**src/rtl/irq_router_pkg.sv**
```systemverilog
package irq_router_pkg;
  localparam int ADDR_W = 24;
  localparam int DATA_W = 32;

  typedef enum logic [2:0] {
    RG_NONE,
    RG_PRIO,
    RG_PEND,
    RG_ENAB,
    RG_THR,
    RG_CLAIM
  } reg_kind_e;
endpackage

```
**src/rtl/irq_gateway.sv**
```systemverilog
module irq_gateway #(
  parameter bit EDGE = 1'b0
) (
  input  logic clk,
  input  logic rst,
  input  logic src_in,
  input  logic take,
  input  logic done,
  output logic pend,
  output logic busy
);
  logic req;

  generate
    if (EDGE) begin : g_edge
      logic prev_q;
      always_ff @(posedge clk) begin
        if (rst) prev_q <= 1'b0;
        else     prev_q <= src_in;
      end
      assign req = src_in & ~prev_q;
    end else begin : g_level
      assign req = src_in;
    end
  endgenerate

  always_ff @(posedge clk) begin
    if (rst) begin
      pend <= 1'b0;
      busy <= 1'b0;
    end else begin
      if (take) begin
        pend <= 1'b0;
        busy <= 1'b1;
      end else begin
        if (req && !pend && !busy) pend <= 1'b1;
        if (done) busy <= 1'b0;
      end
    end
  end
endmodule

```
**src/rtl/irq_arbiter.sv**
```systemverilog
module irq_arbiter #(
  parameter int NSRC   = 32,
  parameter int PRIO_W = 3,
  parameter int ID_W   = 5
) (
  input  logic [NSRC-1:0]        pend,
  input  logic [NSRC-1:0]        en,
  input  logic [NSRC*PRIO_W-1:0] prio_flat,
  input  logic [PRIO_W-1:0]      thr,
  output logic [ID_W-1:0]        win_id,
  output logic                   any
);
  logic [PRIO_W-1:0] best;

  // Ascending scan with strict compare keeps the lowest ID on a tie.
  always_comb begin
    best   = '0;
    win_id = '0;
    for (int i = 0; i < NSRC; i++) begin
      if (pend[i] && en[i] &&
          prio_flat[i*PRIO_W +: PRIO_W] > thr &&
          prio_flat[i*PRIO_W +: PRIO_W] > best) begin
        best   = prio_flat[i*PRIO_W +: PRIO_W];
        win_id = ID_W'(i);
      end
    end
    any = (win_id != '0);
  end
endmodule

```
**src/rtl/irq_router.sv**
```systemverilog
module irq_router
  import irq_router_pkg::*;
#(
  parameter int          NSRC      = 32,
  parameter int          NCTX      = 2,
  parameter int          PRIO_W    = 3,
  parameter logic [31:0] EDGE_MASK = 32'hFFFF_0000
) (
  input  logic              clk,
  input  logic              rst,
  input  logic [NSRC-1:1]   irq_src,
  input  logic              reg_we,
  input  logic              reg_re,
  input  logic [ADDR_W-1:0] reg_addr,
  input  logic [DATA_W-1:0] reg_wdata,
  output logic [DATA_W-1:0] reg_rdata,
  output logic [NCTX-1:0]   irq_out
);
  localparam int ID_W  = $clog2(NSRC);
  localparam int CTX_W = (NCTX > 1) ? $clog2(NCTX) : 1;

  // Configuration storage, kept flat so the arbiters slice it directly.
  logic [NSRC*PRIO_W-1:0] prio_flat;
  logic [NCTX*PRIO_W-1:0] thr_flat;
  logic [NCTX*NSRC-1:0]   en_flat;

  logic [NSRC-1:0] pend_vec, busy_vec, take_vec, done_vec;
  logic [ID_W-1:0] win_ids [NCTX];
  logic [NCTX-1:0] any_vec;

  // Address decode
  reg_kind_e       sel_kind;
  logic [ID_W-1:0] sel_src;
  logic [CTX_W-1:0] sel_ctx;

  always_comb begin
    sel_kind = RG_NONE;
    sel_src  = '0;
    sel_ctx  = '0;
    if (reg_addr[1:0] == 2'b00) begin
      if (reg_addr[23:12] == 12'h000) begin
        if (reg_addr[11:2] != '0 && int'(reg_addr[11:2]) < NSRC) begin
          sel_kind = RG_PRIO;
          sel_src  = reg_addr[ID_W+1:2];
        end
      end else if (reg_addr[23:12] == 12'h001) begin
        if (reg_addr[11:2] == '0) sel_kind = RG_PEND;
      end else if (reg_addr[23:12] == 12'h002) begin
        if (reg_addr[6:2] == '0 && int'(reg_addr[11:7]) < NCTX) begin
          sel_kind = RG_ENAB;
          sel_ctx  = CTX_W'(reg_addr[11:7]);
        end
      end else if (reg_addr[23:21] == 3'b001) begin
        if (int'(reg_addr[20:12]) < NCTX) begin
          sel_ctx = CTX_W'(reg_addr[20:12]);
          if (reg_addr[11:0] == 12'h000)      sel_kind = RG_THR;
          else if (reg_addr[11:0] == 12'h004) sel_kind = RG_CLAIM;
        end
      end
    end
  end

  // Configuration writes
  always_ff @(posedge clk) begin
    if (rst) begin
      prio_flat <= '0;
      thr_flat  <= '0;
      en_flat   <= '0;
    end else if (reg_we) begin
      case (sel_kind)
        RG_PRIO: prio_flat[sel_src*PRIO_W +: PRIO_W] <= reg_wdata[PRIO_W-1:0];
        RG_THR:  thr_flat[sel_ctx*PRIO_W +: PRIO_W]  <= reg_wdata[PRIO_W-1:0];
        RG_ENAB: en_flat[sel_ctx*NSRC +: NSRC]       <= reg_wdata[NSRC-1:0] & ~NSRC'(1);
        default: ;
      endcase
    end
  end

  // Claim and completion strobes toward the gateways
  always_comb begin
    take_vec = '0;
    done_vec = '0;
    if (reg_re && sel_kind == RG_CLAIM && win_ids[sel_ctx] != '0)
      take_vec[win_ids[sel_ctx]] = 1'b1;
    if (reg_we && sel_kind == RG_CLAIM && reg_wdata != '0 &&
        reg_wdata < DATA_W'(NSRC) &&
        en_flat[sel_ctx*NSRC + int'(reg_wdata[ID_W-1:0])])
      done_vec[reg_wdata[ID_W-1:0]] = 1'b1;
  end

  // Gateways, one per implemented source
  assign pend_vec[0] = 1'b0;
  assign busy_vec[0] = 1'b0;

  generate
    for (genvar s = 1; s < NSRC; s++) begin : g_gw
      irq_gateway #(.EDGE(EDGE_MASK[s])) u_gw (
        .clk    (clk),
        .rst    (rst),
        .src_in (irq_src[s]),
        .take   (take_vec[s]),
        .done   (done_vec[s]),
        .pend   (pend_vec[s]),
        .busy   (busy_vec[s])
      );
    end
  endgenerate

  // Arbiters, one per context
  generate
    for (genvar c = 0; c < NCTX; c++) begin : g_arb
      irq_arbiter #(.NSRC(NSRC), .PRIO_W(PRIO_W), .ID_W(ID_W)) u_arb (
        .pend      (pend_vec),
        .en        (en_flat[c*NSRC +: NSRC]),
        .prio_flat (prio_flat),
        .thr       (thr_flat[c*PRIO_W +: PRIO_W]),
        .win_id    (win_ids[c]),
        .any       (any_vec[c])
      );
    end
  endgenerate

  // Registered outputs
  always_ff @(posedge clk) begin
    if (rst) begin
      irq_out   <= '0;
      reg_rdata <= '0;
    end else begin
      irq_out <= any_vec;
      if (reg_re) begin
        case (sel_kind)
          RG_PRIO:  reg_rdata <= DATA_W'(prio_flat[sel_src*PRIO_W +: PRIO_W]);
          RG_PEND:  reg_rdata <= DATA_W'(pend_vec);
          RG_ENAB:  reg_rdata <= DATA_W'(en_flat[sel_ctx*NSRC +: NSRC]);
          RG_THR:   reg_rdata <= DATA_W'(thr_flat[sel_ctx*PRIO_W +: PRIO_W]);
          RG_CLAIM: reg_rdata <= DATA_W'(win_ids[sel_ctx]);
          default:  reg_rdata <= '0;
        endcase
      end
    end
  end
endmodule

```
**config.mk**
```make
export PLATFORM = sky130hd
export DESIGN_NAME = irq_router
export DESIGN_NICKNAME = d
export VERILOG_FILES = /design/src/rtl/irq_router_pkg.sv /design/src/rtl/irq_gateway.sv /design/src/rtl/irq_arbiter.sv /design/src/rtl/irq_router.sv
export SDC_FILE = /design/constraint.sdc
export NUM_CORES = 1
export LEC_CHECK = 0
export BUFFER_PORTS_ARGS = -buffer_cell sky130_fd_sc_hd__buf_2
export CELL_PAD_IN_SITES_DETAIL_PLACEMENT = 0
export CELL_PAD_IN_SITES_GLOBAL_PLACEMENT = 2
export CORE_MARGIN = 2
export CORE_UTILIZATION = 39
export CTS_BUF_LIST = sky130_fd_sc_hd__clkbuf_4 sky130_fd_sc_hd__clkbuf_8
export DETAILED_ROUTE_END_ITERATION = 6
export PLACE_DENSITY_LB_ADDON = 0.1
export SYNTH_ARGS = -nofsm -noshare
export SYNTH_HDL_FRONTEND = slang
export SYNTH_HIERARCHICAL = 1
export SYNTH_SLANG_ARGS = --single-unit
```
**constraint.sdc**
```tcl
create_clock -name clk -period 51.5 [get_ports clk]
set_input_delay 7.725 -clock clk [delete_from_list [all_inputs] [get_ports clk]]
set_output_delay 7.725 -clock clk [all_outputs]
set_load 0.05 [all_outputs]
```
# Word-level counts from Yosys, hierarchy flattened
# Cells that the tools add are included.
[totals]
register_bits = 278
in_bits = 91
out_inout_bits = 34
elab_cells = 888
[classes]
addsub = 4
n_mul = 2
n_lt_le_gt_ge = 133
eq_ne = 9
shifts = 9
muxes = 220
n_bitwise = 33
reduce_logical = 395
[ops]
columns = ["operator", "count"]
rows = [
  ["3-bit greater-than comparator", 122],
  ["1-bit logical AND", 258],
  ["3-bit two-way mux", 76],
  ["5-bit two-way mux", 38],
  ["32-bit case mux with 5 select lines", 1],
  ["96-bit bitwise mux", 1],
  ["3-bit by 34-bit variable shift with 96-bit output (first input constant)", 1],
  ["3-bit by 34-bit indexed part select with 96-bit output", 1],
  ["96-bit by 8-bit indexed part select with 3-bit output", 1],
  ["1-bit two-way mux", 75],
  ["64-bit bitwise mux", 1],
  ["32-bit two-way mux", 2],
  ["4-bit two-way mux", 16],
  ["32-bit by 34-bit variable shift with 64-bit output (first input constant)", 1],
  ["32-bit by 34-bit indexed part select with 64-bit output", 1],
  ["64-bit by 7-bit indexed part select with 32-bit output", 1],
  ["1-bit zero test", 62],
  ["2-bit nonzero test", 31],
  ["2-bit OR reduction", 31],
  ["3-bit negation with 34-bit output", 1],
  ["6-bit negation with 34-bit output", 1],
  ["7-bit negation with 34-bit output", 1],
  ["3-bit by 34-bit variable shift with 6-bit output (first input constant)", 1],
  ["3-bit by 34-bit indexed part select with 6-bit output", 1],
  ["other kinds (34)", 80],
]

# Logic depth before layout (Yosys ltp)
[depth]
word_depth = 103
ltp_mapped = 247
depth_no_buf = 242

# Hierarchy
# Netlist, hierarchy kept.
[by_module_without_submodules]
columns = ["mod", "n_inst", "cells_each", "area_each_um2", "seq_area_each_um2"]
rows = [
  ["irq_router", 1, 1314, 11070.6, 3963.8],
  ["irq_arbiter (g_arb[1].u_arb)", 1, 999, 6911.6, 0.0],
  ["irq_arbiter (g_arb[0].u_arb)", 1, 943, 6618.8, 0.0],
  ["irq_gateway (g_gw[16].u_gw ...)", 16, 10, 105.1, 60.1],
  ["irq_gateway (g_gw[10].u_gw ...)", 15, 8, 76.3, 40.0],
]

# Least setup slack after synthesis
# No wires, ideal clock.
[synth_path]
kind = "reg-to-reg"
from = "register thr_flat[0]"
to = "register g_gw[11].u_gw.pend"
arrival_ns = 40.810
required_ns = 51.442
slack_ns = 10.633
path_stages_with_launch = 209
synth_period_minus_slack_ns = 40.867
path_cell_list = "dfxtp_1 -> ha_1 -> nand3_1 -> and4_1 -> nand3_1 -> and2_1 -> ha_1 -> a21oi_1 -> a22o_1 -> or2_1 -> a31oi_4 -> inv_1 -> ha_1 -> nand3b_1 -> a32o_1 -> nor3_1 -> o311a_1 -> a21oi_2 -> [173 not listed] -> nand4_1 -> nor3_1 -> inv_1 -> o211a_1 -> a221o_1 -> ha_1 -> nand3_1 -> nand4_1 -> nor3_1 -> or2_2 -> nor4b_1 -> a21bo_2 -> nor3_1 -> a21oi_1 -> o2111ai_1 -> nor2_1 -> nor2_1 -> o21a_1"
[synth_lines]
columns = ["item", "line", "source"]
rows = [
  ["from (decl)", "irq_router.sv:24", "logic [NCTX*PRIO_W-1:0] thr_flat;"],
  ["from (signal, indexed assignment)", "irq_router.sv:72", "RG_THR: thr_flat[sel_ctx*PRIO_W +: PRIO_W] <= reg_wdata[PRIO_W-1:0];"],
  ["to (signal assigned)", "irq_gateway.sv:29", "pend <= 1'b0;"],
  ["to (signal assigned)", "irq_gateway.sv:33", "pend <= 1'b0;"],
  ["to (signal assigned)", "irq_gateway.sv:36", "if (req && !pend && !busy) pend <= 1'b1;"],
  ["to (decl)", "irq_gateway.sv:9", "output logic pend,"],
]

==> summary.txt <==
Status: finished, violations left
Violated checks: design-rule violations
Avg Cell Area, Syn: 7.76 um2
Die height: 269 um
Starting density of the core: 0.393
Worst-Margin Slew: 1.23 ns
Warnings, synthesis: 6
# IOs: 125
Clock Sinks: 276
DP Area: 29,000 um2
CTS max path bufs: 3
Share of cells above drive strength 1: 0.139
Area leader, netlist: dfxtp_1
Final nets: 4,005
Post-Layout Inst Area: 30,400 um2
Hold EP: reg_rdata[4]
Worst R2R Start: thr_flat[2]
Worst EP required: 52.11 ns
Final period util: 0.922
Most frequent CP cell: ha_1
Critical path class: register to register
Critical Path Fanout Max: 32
DRT Pass-1 Iters: 7
Overall routing resource usage: 0.320
Initial antenna violation count: 5
Arrival @ worst endpoint: 48.08 ns
Overflow after GRT: 0
Final setup fails: 0
Synth Area in Simple Gates: 0.263
Synth Instances: 3,536
Register bit total from synthesis: 276
Average wire per cell in the routed design: 26.0 um
Vias in the first global route: 27,300
Hpwl dp: 92.2 mm
Most common cell after layout, fill and taps aside: nor2_1
TritonCTS clock tree: yes
Top-area cell type share of the netlist area: 0.201
Reg2reg setup slack: 4.02 ns
DRC viols: 1
Row cnt: 97
Total of max-cap violations: 0
Static leakage: 12.1 nW
Max-slew violation count: 0
Cts bufs inserted: 55
Hold Buf Count CTS: 0
Crit start category: register
Die area: 72,500 um2
Hold path cells: 2
Routed vias: 28,200
Main combinational cell family by area after synthesis: compound AO/OA/AOI/OAI gates
Sequential area share after synthesis: 0.201
Max Clk Rate: 21.1 MHz
Max-Slew Margin vs Limit: 0.178
Post-synth EDFFs: 0
Compound-Gate Fraction of Synth Area: 0.265
Yosys cell types: 128
ANT nets after route: 0
Pwr/cell area: 17.4 nW/um2
Setup Skew: 0.0243 ns
Vias/cell: 6.10
Min Clock Period, post-route: 47.48 ns
Largest net degree at the start of global routing: 123
RR Endpoint: g_gw[15].u_gw/pend
Layout filler cell count: 7,145
Max IR drop VDD: 0.0193 mV
Post-Synth XOR/XNOR Area: 0.000912
Buffers on Ports: 124
TNS Setup: 0 ns
Worst hold start: reg_rdata[4]
Slowest cell on crit path: nor4b_1
Final wirelength: 120 mm
CTS HTree Levels: 2
CTS root buf: clkbuf_8
Wire length of the first global-routing pass: 177 mm
Synth Flop Type: dfxtp_1
Gpl congestion: 0.963
CP peak stage delay: 0.85 ns
Placeable Area: 69,800 um2
Hold Fails Final Rpt: 0
Post-Synth Adder-Cell Area: 0.130
DRT iter0 DRCs: 2,314
Leading cell types in the layout, fill and taps excluded: nor2_1 (406), nand2_1 (381), dfxtp_1 (274)
Clk slew on worst S/H paths: 0.06 ns
Crit path capture type: register
Multiplexer area fraction after synthesis: 0.0922
Die Width: 269 um
R2R depth: 212
Post-Syn Area: 27,400 um2
RSZ-0062 raised after global routing: false
Ys async rst share: 0
Layout area overhead: 10.8%
Worst min-delay path class: register to register
Synth top area cells: dfxtp_1 (20%), ha_1 (12%), mux2i_1 (6.2%)
Worst skew pair latency: 0.67 ns
-- cells in the mapped netlist, types with 61 or more instances --
cell type  count
nand2b_1      73
dfxtp_1      276
nand3_1      117
o21a_1        61
nor2b_1       72
nor2_1       406
clkbuf_1      64
nand2_1      382
ha_1         273
inv_1        212
o21ai_0      138
a21o_1        78
mux2i_1      169
a21oi_1      226
o211ai_1      63
-- power by group --
part / switching [W] / internal (W)
combinational: 0.0000243 / 0.00000979
sequential: 0.00000374 / 0.000217
clock: 0.000112 / 0.000162
total: 0.000140 / 0.000389
-- cell type report --
type,count,area (um2),area share
flip-flops and latches,276,5530,0.182
clock buffers,80,1050,0.0346
repair buffers,157,878,0.0289
clock inverters,20,279,0.00918
multi-input cells,2939,20700,0.680
well taps,940,1180,0.0387
diodes,4,10.0,0.000329
inverters,212,796,0.0262
-- critical path: cells and delay by family, from the launching register on --
kind	cells	cell delay, ns
AOI/OAI and AO/OA	80	19.11
buffers and inverters	9	1.25
and+or+nand+nor	74	11.43
DFF	1	0.33
adders and majority gates	33	9.30
muxes	16	5.95
-- cells by family (layout without fill, tap and decap cells) --
family,Yosys count,count (layout)
and+or+nand+nor,1422,1422
xor gates and xnor gates,2,2
buffers and inverters,324,469
other,1,8
DFF,276,276
adders and majority gates,287,287
AOI/OAI and AO/OA,999,999
muxes,225,225
-- worst max path at each step --
| stage | startpoint | end | slack [ns] | cells after the start |
|---|---|---|---|---|
| finish | thr_flat[2] | g_gw[15].u_gw/pend | 4.02 | 212 |
| global placement | thr_flat[4] | g_gw[7].u_gw/pend | 3.05 | 226 |
| detailed placement | thr_flat[4] | g_gw[7].u_gw/pend | 2.76 | 225 |
| floorplan | thr_flat[0] | g_gw[11].u_gw/pend | 10.63 | 208 |
| CTS | thr_flat[4] | g_gw[7].u_gw/pend | 2.55 | 225 |
| global route | thr_flat[4] | g_gw[31].u_gw/pend | 0.05 | 230 |
-- sequential cells by signal, indices dropped and copies added (netlist names) --
signal,flops
g_gw.u_gw/g_edge.prev_q,16
thr_flat,6
g_gw.u_gw/pend,31
en_flat,62
irq_out,2
g_gw.u_gw/busy,31
prio_flat,96
reg_rdata,32
-- routing by layer --
layer  GRT usage  vias up  share of wire  routed length (um)
li1            -    13300              -                   -
met1       0.420    13900           0.44               52800
met2       0.522      917           0.45               54500
met3      0.0285      199          0.050                5990
met4       0.172        0          0.058                6950
met5           0        -              0                   0
-- through the flow --
stage          hold slack (ns)  power [W]  std cells   util  worst slack (ns)
3_3_place_gp             0.465   0.000259       4523  0.415              3.05
6_report                 0.474   0.000529       4628  0.436              4.02
5_1_grt                  0.500   0.000545       4625  0.436            0.0464
2_1_floorplan            0.453   0.000242       3539      -             10.63
4_1_cts                  0.479   0.000532       4623  0.435              2.55
3_5_place_dp             0.469   0.000259       4523  0.415              2.76
-- repair_timing --
item | in CTS | in global routing
endpoints found under the setup margin | 0 | 68
resized for setup | 0 | 11
setup buffers | 0 | 1
No activity file was read; power rests on OpenSTA's default activity.
